[config.mk]
export PLATFORM = sky130hd
export DESIGN_NAME = loopctr_branch_unit
export DESIGN_NICKNAME = d
export VERILOG_FILES = /design/src/rtl/lbu_pkg.sv /design/src/rtl/lbu_op_decode.sv /design/src/rtl/lbu_count_reg.sv /design/src/rtl/lbu_resolve.sv /design/src/rtl/loopctr_branch_unit.sv
export SDC_FILE = /design/constraint.sdc
export NUM_CORES = 1
export LEC_CHECK = 0
export ABC_AREA = 1
export BUFFER_PORTS_ARGS = -buffer_cell sky130_fd_sc_hd__clkbuf_2
export CAP_MARGIN = 20
export CORE_UTILIZATION = 35
export DETAILED_ROUTE_END_ITERATION = 7
export MAX_ROUTING_LAYER = met4
export PLACE_DENSITY = 0.71
export SYNTH_ARGS = -nofsm -noshare
export SYNTH_HDL_FRONTEND = slang
export SYNTH_HIERARCHICAL = 1
export SYNTH_SLANG_ARGS = --single-unit
[constraint.sdc]
create_clock -name clk -period 5.43 [get_ports clk]
set_input_delay 0.543 -clock clk [delete_from_list [all_inputs] [get_ports clk]]
set_output_delay 0.543 -clock clk [all_outputs]
set_load 0.02 [all_outputs]
[src/rtl/lbu_pkg.sv]
package lbu_pkg;

  typedef enum logic {
    TEST_NONZERO = 1'b0,
    TEST_ZERO    = 1'b1
  } test_mode_e;

  typedef enum logic [1:0] {
    OP_IDLE      = 2'd0,
    OP_LOAD      = 2'd1,
    OP_DEC       = 2'd2,
    OP_LOAD_WINS = 2'd3
  } cnt_op_e;

endpackage

[src/rtl/lbu_op_decode.sv]
module lbu_op_decode
  import lbu_pkg::*;
(
  input  logic    ld_valid_i,
  input  logic    br_issue_i,
  output cnt_op_e op_o,
  output logic    load_fire_o,
  output logic    dec_fire_o
);

  always_comb begin
    unique case ({ld_valid_i, br_issue_i})
      2'b10:   op_o = OP_LOAD;
      2'b01:   op_o = OP_DEC;
      2'b11:   op_o = OP_LOAD_WINS;
      default: op_o = OP_IDLE;
    endcase
  end

  assign load_fire_o = (op_o == OP_LOAD) || (op_o == OP_LOAD_WINS);
  assign dec_fire_o  = (op_o == OP_DEC);

endmodule

[src/rtl/lbu_count_reg.sv]
module lbu_count_reg #(
  parameter int unsigned CNT_W = 32
) (
  input  logic             clk,
  input  logic             rst_n,
  input  logic             load_fire_i,
  input  logic             dec_fire_i,
  input  logic [CNT_W-1:0] load_value_i,
  output logic [CNT_W-1:0] count_q_o,
  output logic [CNT_W-1:0] count_dec_o
);

  localparam logic [CNT_W-1:0] ONE = {{(CNT_W-1){1'b0}}, 1'b1};

  function automatic logic [CNT_W-1:0] step_down(input logic [CNT_W-1:0] v);
    return v - ONE;
  endfunction

  logic [CNT_W-1:0] count_q;

  assign count_dec_o = step_down(count_q);
  assign count_q_o   = count_q;

  always_ff @(posedge clk) begin
    if (!rst_n) begin
      count_q <= '0;
    end else if (load_fire_i) begin
      count_q <= load_value_i;
    end else if (dec_fire_i) begin
      count_q <= count_dec_o;
    end
  end

endmodule

[src/rtl/lbu_resolve.sv]
module lbu_resolve
  import lbu_pkg::*;
#(
  parameter int unsigned CNT_W  = 32,
  parameter int unsigned ADDR_W = 32
) (
  input  logic              clk,
  input  logic              rst_n,
  input  logic              dec_fire_i,
  input  test_mode_e        mode_i,
  input  logic [CNT_W-1:0]  count_dec_i,
  input  logic [ADDR_W-1:0] target_i,
  input  logic [ADDR_W-1:0] fallthru_i,
  output logic              taken_o,
  output logic [ADDR_W-1:0] next_pc_o,
  output logic              next_valid_o
);

  function automatic logic decide(input test_mode_e m, input logic [CNT_W-1:0] v);
    logic is_zero;
    is_zero = (v == '0);
    return (m == TEST_ZERO) ? is_zero : !is_zero;
  endfunction

  function automatic logic [ADDR_W-1:0] pick_pc(input logic t,
                                               input logic [ADDR_W-1:0] tgt,
                                               input logic [ADDR_W-1:0] ft);
    return t ? tgt : ft;
  endfunction

  logic              taken_d;
  logic [ADDR_W-1:0] pc_d;

  assign taken_d = decide(mode_i, count_dec_i);
  assign pc_d    = pick_pc(taken_d, target_i, fallthru_i);

  always_ff @(posedge clk) begin
    if (!rst_n) begin
      taken_o      <= 1'b0;
      next_pc_o    <= '0;
      next_valid_o <= 1'b0;
    end else begin
      next_valid_o <= dec_fire_i;
      if (dec_fire_i) begin
        taken_o   <= taken_d;
        next_pc_o <= pc_d;
      end
    end
  end

endmodule

[src/rtl/loopctr_branch_unit.sv]
module loopctr_branch_unit
  import lbu_pkg::*;
#(
  parameter int unsigned CNT_W  = 32,
  parameter int unsigned ADDR_W = 32
) (
  input  logic              clk,
  input  logic              rst_n,
  input  logic              ld_valid_i,
  input  logic [CNT_W-1:0]  ld_value_i,
  input  logic              br_issue_i,
  input  logic              mode_zero_i,
  input  logic [ADDR_W-1:0] br_target_i,
  input  logic [ADDR_W-1:0] br_fallthru_i,
  output logic              taken_o,
  output logic [ADDR_W-1:0] next_pc_o,
  output logic              next_valid_o,
  output logic [CNT_W-1:0]  count_o
);

  cnt_op_e          op;
  logic             load_fire;
  logic             dec_fire;
  logic [CNT_W-1:0] count_dec;
  test_mode_e       mode;

  assign mode = mode_zero_i ? TEST_ZERO : TEST_NONZERO;

  lbu_op_decode u_dec (
    .ld_valid_i  (ld_valid_i),
    .br_issue_i  (br_issue_i),
    .op_o        (op),
    .load_fire_o (load_fire),
    .dec_fire_o  (dec_fire)
  );

  lbu_count_reg #(.CNT_W(CNT_W)) u_cnt (
    .clk          (clk),
    .rst_n        (rst_n),
    .load_fire_i  (load_fire),
    .dec_fire_i   (dec_fire),
    .load_value_i (ld_value_i),
    .count_q_o    (count_o),
    .count_dec_o  (count_dec)
  );

  lbu_resolve #(.CNT_W(CNT_W), .ADDR_W(ADDR_W)) u_res (
    .clk          (clk),
    .rst_n        (rst_n),
    .dec_fire_i   (dec_fire),
    .mode_i       (mode),
    .count_dec_i  (count_dec),
    .target_i     (br_target_i),
    .fallthru_i   (br_fallthru_i),
    .taken_o      (taken_o),
    .next_pc_o    (next_pc_o),
    .next_valid_o (next_valid_o)
  );

endmodule

Yosys cells after proc, flatten, opt, wreduce, memory -nomap -nowiden
Index checks and enable logic that the tools add are counted.

storage, ports and cells
  register bits after elaboration = 66
  input port bits = 101
  output and inout bits = 66
  word-level logic and storage cells = 21

operators by class
  add/sub/neg operators = 1
  equal/unequal tests = 6
  mux-type cells = 6
  reductions and logical operators = 4

operators by type and width
  cell                                                 number
  2-to-1 mux 32 bit                                    3
  zero test 32 bit                                     1
  subtractor 32 x 1 -> 32 bit, second input constant   1
  equality test 2 bit, second input constant           4
  case mux 2 bit (3 select lines)                      1
  equality test 2 x 1 -> 1 bit, second input constant  2
  2-to-1 mux 1 bit                                     2
  nonzero test 2 bit                                   1
  zero test 1 bit                                      1
  logical OR 1 bit                                     1

Depth between registers and ports, before layout
Gate-level depths: netlist of run 1.

  depth in word-level cells = 5
  mapped depth = 20

Hierarchy
Netlist of run 1, hierarchy kept.

modules (own cells, without submodules)
  module         times used  cells an instance  area an instance (µm²)
  lbu_count_reg  1           358                2458.6
  lbu_resolve    1           322                2154.6
  lbu_op_decode  1           5                  18.8

Worst setup path before layout of run 1
Ideal clock, no wire load.

  path kind = reg2reg
  start = register u_cnt.count_q[0] (netlist: u_cnt/count_q_o[0])
  end = register u_res.next_pc_o[10]
  setup time = 0.109 ns
  arrival = 2.465 ns
  data required time = 5.321 ns
  setup slack = 2.856 ns
  stages on the path, launching flop included = 20
  path buffers = 1
  period minus slack after synthesis = 2.574 ns
  cells stage by stage = dfxtp_1 > inv_1 > ha_1 > nand3_2 > nor2_8 > nand2_2 > nor2_1 > nand2_1 > and2_1 > nor2_1 > nand2_1 > nor2_1 > nand2_2 > nor2_4 > nand2_2 > buf_4 > nand3_2 > nand3_1 > nand2_1 > inv_1

between the ends
  longest elaborated chain between the ends = 5

ends and longest elaborated chain
  item                             RTL line                   RTL
  start, declared                  lbu_count_reg.sv:19        logic [CNT_W-1:0] count_q;
  start signal, assigned           lbu_count_reg.sv:28        count_q <= load_value_i;
  start signal, assigned           lbu_count_reg.sv:30        count_q <= count_dec_o;
  subtractor 32 x 1 -> 32 bit (*)  lbu_count_reg.sv:16        return v - ONE;
  net count_dec[0]                 loopctr_branch_unit.sv:24  logic [CNT_W-1:0] count_dec;
  zero test 32 bit (*)             lbu_resolve.sv:21          is_zero = (v == '0);
  zero test 1 bit                  lbu_resolve.sv:22          return (m == TEST_ZERO) ? is_zero : !is_zero;
  2-to-1 mux 1 bit (*)             lbu_resolve.sv:22
  2-to-1 mux 32 bit (*)            lbu_resolve.sv:28          return t ? tgt : ft;
  end signal, assigned             lbu_resolve.sv:46          next_pc_o <= pc_d;
  end, declared                    lbu_resolve.sv:15          output logic [ADDR_W-1:0] next_pc_o,

Mark *: on every way through the listed nets, which the timed path passes. The rest lies on a longest branch.
A chain may end at the register's enable or synchronous reset.

Worst setup path in the final report of run 1
  start = register u_cnt.count_q[0] (netlist: u_cnt/count_q_o[0])
  end = register u_res.next_pc_o[24]

Same word-level chain as after synthesis.

==> results.yml, run 1 <==
pwr:
  ir_drop_uv: 164.9
  p_leak_uw: 0.003007
  p_per_area_nw_per_um2: 269.8
final_layout:
  num_antenna_cells: 0
  syn2layout_area_growth_pct: 25.78
  drive_above_1_share_pct: 34.09
  post-route-util_pct: 45.54
  fillers: 1349
  layout.nets: 931
timing:
  max_freq_mhz: 307.6
  drv_slew: 0
  period_share_pct: 59.88
  maxSlewHeadroom_pct: 31.86
  setup_tns_ns: 0
  fin_crit_ns: 3.251
  rsz0062_at_grt: "no"
  worst_pin_slew_ns: 1.018
  hold_violations: 0
  finClkSkew_ns: 0.006864
  setup_viol_count_final: 0
global_route:
  grt_pass1_wl_um: 20040
  grt-ovfl-total: 0
  grt_util_met2_pct: 29.43
  grt_usage_pct: 19.66
  grt_max_degree: 68
  use_met1_pct: 26.24
  grt_pass1_vias: 4028
  antenna_found_initial: 0
  gr-max-usage-layer: "met2"
  grtUsageMet3_pct: 3.811
worst_hold_path:
  hold_path_class: "primary input to flip-flop"
  min-delay-start: "ld_value_i[5]"
  worstHoldEndpoint: "u_cnt/count_q_o[5]"
  min_path_cells: 3
clocking:
  clock_latency_ns: 0.33
  root_buffer: "clkbuf_16"
  clockBufferDepth: 2
  hold_buffers: 0
  clk_pin_slew_ns: 0.05
  post-cts-setup-buffer-count: 0
  cts_sinks: 66
  cts-resized-gates: 0
  cts_tree: "done"
  cts_made_buffers: 9
  h-tree-depth: 3
die:
  ios: 167
  die_h_um: 116.9
  coreArea_sq_um: 12770
  fp.dieArea_sq_um: 13680
  initial_core_util_pct: 36.20
  fp.dieW_um: 116.9
  rows: 41
routing:
  finalWirelength_um: 13200
  dr.pass1.iters: 5
  detail-route-antenna-nets: 0
  drtIter0Drc: 361
  num_vias: 4854
  route.detailed.drc: 0
  vias_per_cell: 4.830
  wl_per_cell_um: 13.13
placement:
  dpl.hpwl_um: 9600
  port_buffers: 166
  gp_congestion: 0.8997
worst_setup_path:
  critPathSlowestCell: "o21ai_4"
  crit_type: "flip-flop to flip-flop"
  crit_path_cell_trace: "inv_1 > ha_1 > nand3_2 > nor2_2 > nand2_2 > nor2_1 > nand2_1 > and2_1 > nor2_1 > nand2_1 > nor2_1 > nand2_2 > o21ai_4 > nand3_1 > nand3_1 > nand2_1 > inv_1"
  reg2reg_from: "u_cnt/count_q_o[0]"
  cp_max_fo: 32
  rr_worst_depth: 17
  reg2reg_to: "u_res/next_pc_o[24]"
  r2r_slack_ns: 2.18
  crit_arrival_ns: 3.53
  worstPathRequired_ns: 5.71
  endpoint_kind: "flip-flop"
  cp_slowest_stage_delay_ns: 0.80
  critPathLaunchType: "flip-flop"
logic_synthesis:
  synth_warnings: 6
  postSynthCellCount: 683
  synth_area_sq_um: 4624
  avgSynthCellArea_sq_um: 6.771
  synth_fp_nets: 785
status:
  status: "complete, no violations"
job:
  maxCapViolCount: 0
-- where the power goes --
part	leakage, uW	switching [uW]	internal (uW)	total [uW]
Sequential	0.000545	37.0	517	554
Clock	0.000152	207	390	597
Combinational	0.00231	261	158	419
-- final cells by class --
type | count | area, sq um | area share (%)
clock buffers | 13 | 270.3 | 4.646
flip-flops and latches | 66 | 1321 | 22.71
clock inverters | 2 | 35.03 | 0.6023
repair buffers | 171 | 908.4 | 15.62
well taps | 172 | 215.2 | 3.700
multi-input cells | 517 | 2826 | 48.59
inverters | 64 | 240.2 | 4.130
-- metrics by stage --
step | hold WS, ns | instance area [sq um] | total power, uW | worst slack (ns) | std cells
after floorplan | 0.5972 | 4624 | 853.8 | 2.856 | 683
after global placement | 0.4723 | 5456 | 972.1 | 2.217 | 988
after detailed placement | 0.4732 | 5456 | 975.8 | 2.162 | 988
after CTS | 0.4471 | 5762 | 1581 | 2.152 | 1003
after global routing | 0.4629 | 5817 | 1654 | 1.792 | 1005
final | 0.4606 | 5817 | 1570 | 2.179 | 1005
-- worst max-delay path, delay by kind of cell (launching register included) --
family	cells	cell delay, ns
adders and majority gates	1	0.24
DFF	1	0.32
buffers and inverters	2	0.20
and+or+nand+nor	13	1.60
AOI/OAI and AO/OA	1	0.80
-- cell usage in the layout, fill, tap and decap left out, types with 6 or more instances in the layout --
master	count
nand3_2	27
nand2_1	139
a22oi_1	23
clkbuf_16	9
nor2_4	9
xor2_1	6
clkbuf_2	166
inv_1	58
and2_1	6
nor2_2	14
dfxtp_1	66
o21ai_0	8
a21oi_1	15
nor2_1	127
nand2_4	7
a21oi_2	8
a31oi_1	7
nand3_1	79
nand2_2	17
xnor2_2	7
-- state kept, by name (all words and copies together), names as in the netlist --
register	cells
u_cnt/count_q_o	32
u_res/next_pc_o	32
u_res/next_valid_o	1
u_res/taken_o	1
-- how the worst max path moves through the flow --
stage / startpoint / to / slack (ns) / cells after the start
after global placement: u_cnt/count_q_o[0] / u_res/next_pc_o[21] / 2.22 / 17
after global routing: u_cnt/count_q_o[0] / u_res/next_pc_o[24] / 1.79 / 17
after floorplan: u_cnt/count_q_o[0] / u_res/next_pc_o[10] / 2.86 / 19
final: u_cnt/count_q_o[0] / u_res/next_pc_o[24] / 2.18 / 17
after CTS: u_cnt/count_q_o[0] / u_res/next_pc_o[24] / 2.15 / 17
after detailed placement: u_cnt/count_q_o[0] / u_res/next_pc_o[24] / 2.16 / 17
-- layer usage --
metal | vias up | share of wire (%)
met5 | - | 0
met4 | 0 | 1.8
met3 | 16 | 6.1
met2 | 161 | 46
met1 | 2198 | 46
li1 | 2479 | -
(Power assumes the default switching activity.)
==> run 2, diff against run 1 <==
- PLACE_DENSITY: 0.71 -> 0.73
- clock period: 5.43 -> 2.74 ns (I/O delays scaled with it)
==> results.yml, run 2 (synthesis gave the netlist of run 1 again) <==
final_layout:
  final_cell_mix: "clkbuf_2 (166), nand2_1 (137), nor2_1 (111)"
  instances_no_fill: 1025
  syn2layout_area_growth_pct: 32.77
  final_common_cell: "clkbuf_2"
  num_antenna_cells: 0
  drive_above_1_share_pct: 38.80
  layout.nets: 950
routing:
  num_vias: 4941
  vias_per_cell: 4.820
  drtIter0Drc: 370
  finalWirelength_um: 13780
  route.detailed.drc: 0
  detail-route-antenna-nets: 0
  wl_per_cell_um: 13.44
  dr.pass1.iters: 5
die:
  die_h_um: 116.9
  initial_core_util_pct: 36.20
  fp.dieW_um: 116.9
  coreArea_sq_um: 12770
  ios: 167
  rows: 41
  fp.dieArea_sq_um: 13680
status:
  status: "complete, no violations"
worst_setup_path:
  cp_max_fo: 16
  critPathLaunchType: "flip-flop"
  crit_type: "flip-flop to flip-flop"
  crit_path_start: "u_cnt/count_q_o[0]"
  rr_worst_depth: 19
  reg2reg_from: "u_cnt/count_q_o[0]"
  crit_arrival_ns: 2.86
  endpoint_kind: "flip-flop"
  worstPathRequired_ns: 2.98
worst_hold_path:
  min_path_cells: 3
  hold_path_class: "primary input to flip-flop"
  min-delay-start: "ld_value_i[3]"
global_route:
  grt_pass1_wl_um: 20640
  grt-ovfl-total: 0
  grt_usage_pct: 19.95
  antenna_found_initial: 0
  grt_max_degree: 68
  grt_pass1_vias: 4282
timing:
  period_share_pct: 95.57
  hold_violations: 0
  worst_pin_slew_ns: 0.6620
  setup_viol_count_final: 0
  maxSlewHeadroom_pct: 55.87
  max_freq_mhz: 381.9
  finClkSkew_ns: 0.009182
  hold_ws_ns: 0.1897
  drv_slew: 0
  fin_crit_ns: 2.619
pwr:
  finalPower_uw: 3267
  p_leak_uw: 0.003170
  p_per_area_nw_per_um2: 532.1
  ir_drop_uv: 225.5
clocking:
  cts_sinks: 66
  hold_buffers: 0
  clockBufferDepth: 2
  h-tree-depth: 3
  clock_latency_ns: 0.34
  cts_made_buffers: 9
  clk_pin_slew_ns: 0.06
  root_buffer: "clkbuf_16"
  cts_tree: "done"
placement:
  dpl.hpwl_um: 9764
  placedCellCount: 998
  port_buffers: 166
  gp_congestion: 0.9626
job:
  maxCapViolCount: 0
==> run 2: repair_timing <==
| action | CTS | global route |
|---|---|---|
| gates cloned | 0 | 2 |
| pin swaps | 1 | 6 |
| resized for setup | 0 | 38 |
| buffers inserted | 1 | 8 |
| setup endpoints to repair | 33 | 33 |
==> run 2: final timing paths <==
kind                         endpoint  slack [ns]
hold / removal     u_cnt/count_q_o[3]        0.19
hold reg to reg         u_res/taken_o        0.48
setup / recovery  u_res/next_pc_o[27]        0.12
setup reg to reg  u_res/next_pc_o[27]        0.12
==> run 2: cell type report <==
| cell class | count | area, sq um |
|---|---|---|
| clock buffer | 11 | 242.7 |
| fill | 1274 | 6634 |
| tap | 172 | 215.2 |
| inverter | 64 | 240.2 |
| multi-input combinational | 517 | 2940 |
| clock inverter | 5 | 77.57 |
| timing repair buffer | 190 | 1096 |
| sequential | 66 | 1328 |
==> run 2: report_power, final <==
part	internal [uW]	leakage, uW	total, uW	switching, uW
Sequential	1030	0.000546	1100	74.9
Combinational	354	0.00247	906	552
Clock	818	0.000156	1260	442
Total	2200	0.00317	3270	1070
==> run 2: worst max-delay path: stages, from the launching register on <==
cell and delay [ns]:
dfxtp_2 0.33, inv_2 0.08, ha_4 0.16, nand3_4 0.12, nor2_8 0.15, nand2_4 0.09
nor2_1 0.12, nand2_1 0.09, and2_1 0.19, nor2_2 0.14, nand2_1 0.09, nor2_2 0.11
nand2_2 0.12, nor2_4 0.16, nand2_4 0.09, clkbuf_16 0.20, nand3_1 0.09, nand3_1 0.07
nand2_1 0.08, inv_1 0.03
==> run 2: stage by stage <==
step / setup slack [ns] / util, % / TNS (ns) / cell area [sq um]
floorplan: 0.1660 / - / 0 / 4624
global placement: 0.07466 / 43.70 / 0 / 5582
CTS: 0.03580 / 46.26 / 0 / 5909
finish: 0.1214 / 48.07 / 0 / 6140
detailed placement: 0.02794 / 43.70 / 0 / 5582
global route: -0.03419 / 48.07 / -0.2053 / 6140
==> run 2: routing by layer <==
layer | vias up | wire length, um | track usage, %
met1 | 2247 | 6301 | 26.31
met2 | 163 | 6410 | 31.08
met5 | - | 0 | -
li1 | 2519 | - | -
met3 | 12 | 939 | 3.913
met4 | 0 | 129 | 5.401
==> run 3, diff against run 2 <==
- BUFFER_PORTS_ARGS: -buffer_cell sky130_fd_sc_hd__clkbuf_2 -> -buffer_cell sky130_fd_sc_hd__buf_2
- CORE_UTILIZATION: 35 -> 46
- PLACE_DENSITY: 0.73 -> 0.89
==> results.yml, run 3 (synthesis gave the netlist of run 1 again) <==
global_route:
  grt_max_degree: 68
  grt_usage_pct: 24.24
  grt_pass1_vias: 4323
  antenna_found_initial: 0
  grt_pass1_wl_um: 19450
  grt-ovfl-total: 0
die:
  rows: 36
  coreArea_sq_um: 9774
  die_h_um: 102.3
  initial_core_util_pct: 47.31
  fp.dieArea_sq_um: 10460
  fp.dieW_um: 102.3
  ios: 167
timing:
  drv_slew: 0
  finClkSkew_ns: 0.01454
  setup_tns_ns: 0
  period_share_pct: 93.41
  maxSlewHeadroom_pct: 54.60
  hold_violations: 0
  worst_pin_slew_ns: 0.6810
  setup_viol_count_final: 0
  fin_crit_ns: 2.559
  hold_ws_ns: 0.1901
  max_freq_mhz: 390.7
final_layout:
  syn2layout_area_growth_pct: 25.89
  design_area_sq_um: 5822
  instances_no_fill: 980
  final_common_cell: "buf_2"
  drive_above_1_share_pct: 37.23
  layout.nets: 943
  post-route-util_pct: 59.56
  multiInputGateArea_sq_um: 2889
  fillers: 940
  final_cell_mix: "buf_2 (166), nand2_1 (137), nor2_1 (118)"
  seqCellArea_sq_um: 1326
worst_setup_path:
  crit_type: "flip-flop to flip-flop"
  critPathLaunchType: "flip-flop"
  reg2reg_to: "u_res/next_pc_o[21]"
  worstPathRequired_ns: 2.99
  reg2reg_from: "u_cnt/count_q_o[16]"
  crit_arrival_ns: 2.81
  endpoint_kind: "flip-flop"
  crit_path_start: "u_cnt/count_q_o[16]"
  cp_max_fo: 33
  r2r_slack_ns: 0.18
  endpoint: "u_res/next_pc_o[21]"
  rr_worst_depth: 18
placement:
  dpl-instance-area_sq_um: 5510
  port_buffers: 166
  placedCellCount: 956
  dpl.hpwl_um: 9235
  gp_congestion: 0.9586
job:
  maxCapViolCount: 0
routing:
  route.detailed.drc: 0
  dr.pass1.iters: 5
  num_vias: 4975
  vias_per_cell: 5.077
  wl_per_cell_um: 13.23
  finalWirelength_um: 12960
  detail-route-antenna-nets: 0
  drtIter0Drc: 301
pwr:
  p_leak_uw: 0.003050
  ir_drop_uv: 231.7
  p_per_area_nw_per_um2: 464.2
status:
  status: "complete, no violations"
clocking:
  cts_tree: "done"
  h-tree-depth: 3
  root_buffer: "clkbuf_8"
  clock_latency_ns: 0.34
  hold_buffers: 0
  cts_sinks: 66
  clk_pin_slew_ns: 0.08
  cts_made_buffers: 9
  clockBufferDepth: 2
worst_hold_path:
  hold_path_class: "primary input to flip-flop"
[run 3: cell types whose count changed in the layout (fill, tap and decap cells not counted), sizes merged]
cell / change
clkbuf: -167
bufinv: -2
buf: +160
clkinvlp: +1
diode: +1
clkinv: +1
[run 3: worst max-delay path, cell delays in order (launching register included)]
cell     delay [ns]
dfxtp_1        0.38
nor2_1         0.20
nand2_1        0.12
nor2_1         0.22
nand2_1        0.11
nor2_1         0.09
nand2_1        0.06
and2_1         0.16
nor2_1         0.08
nand2_1        0.06
nor2_2         0.12
nand2_2        0.12
nor2_4         0.17
nand2_2        0.08
buf_12         0.18
nand3_1        0.09
nand3_1        0.08
nand2_1        0.10
inv_1          0.04
[run 3: worst min path at each step]
stage | startpoint | to | slack [ns] | cells past startpoint
6_report | rst_n | u_res/next_valid_o | 0.19 | 3
5_1_grt | ld_value_i[5] | u_cnt/count_q_o[5] | 0.19 | 3
4_1_cts | rst_n | u_res/next_valid_o | 0.17 | 3
3_5_place_dp | u_res/taken_o | u_res/taken_o | 0.47 | 2
3_3_place_gp | u_res/taken_o | u_res/taken_o | 0.47 | 2
2_1_floorplan | rst_n | u_res/next_valid_o | 0.37 | 2
[run 3: final cells by class]
| type | count | area share (%) |
|---|---|---|
| sequential | 66 | 22.78 |
| timing repair buffer | 183 | 17.62 |
| multi-input combinational | 517 | 49.62 |
| antenna | 1 | 0.04298 |
| tap | 133 | 2.858 |
| clock buffer | 11 | 2.429 |
| clock inverter | 5 | 0.5158 |
| inverter | 64 | 4.126 |
[run 3: per-layer routing]
layer	up-vias	global-route usage, %	routed length [um]
met5	-	-	0
met4	0	9.121	187
met3	16	4.446	929
met2	232	36.81	6046
met1	2223	31.87	5799
li1	2504	-	-
[run 3: where the power goes]
group          internal (uW)  total [uW]  switching, uW
logic                    339         876            538
registers               1020        1100           72.4
clock network            349         731            382
total                   1710        2700            992
[run 3: metrics by stage]
step	setup WS, ns	total power [uW]
3_5_place_dp	0.05981	1938
2_1_floorplan	0.1660	1692
4_1_cts	0.03712	2672
6_report	0.1806	2702
5_1_grt	-0.01911	2867
3_3_place_gp	0.1819	1923
[run 3: timing repair]
| item | 4_1_cts | 5_1_grt |
|---|---|---|
| setup buffers | 0 | 6 |
| setup endpoints to repair | 0 | 33 |
| gates resized for setup | 0 | 24 |
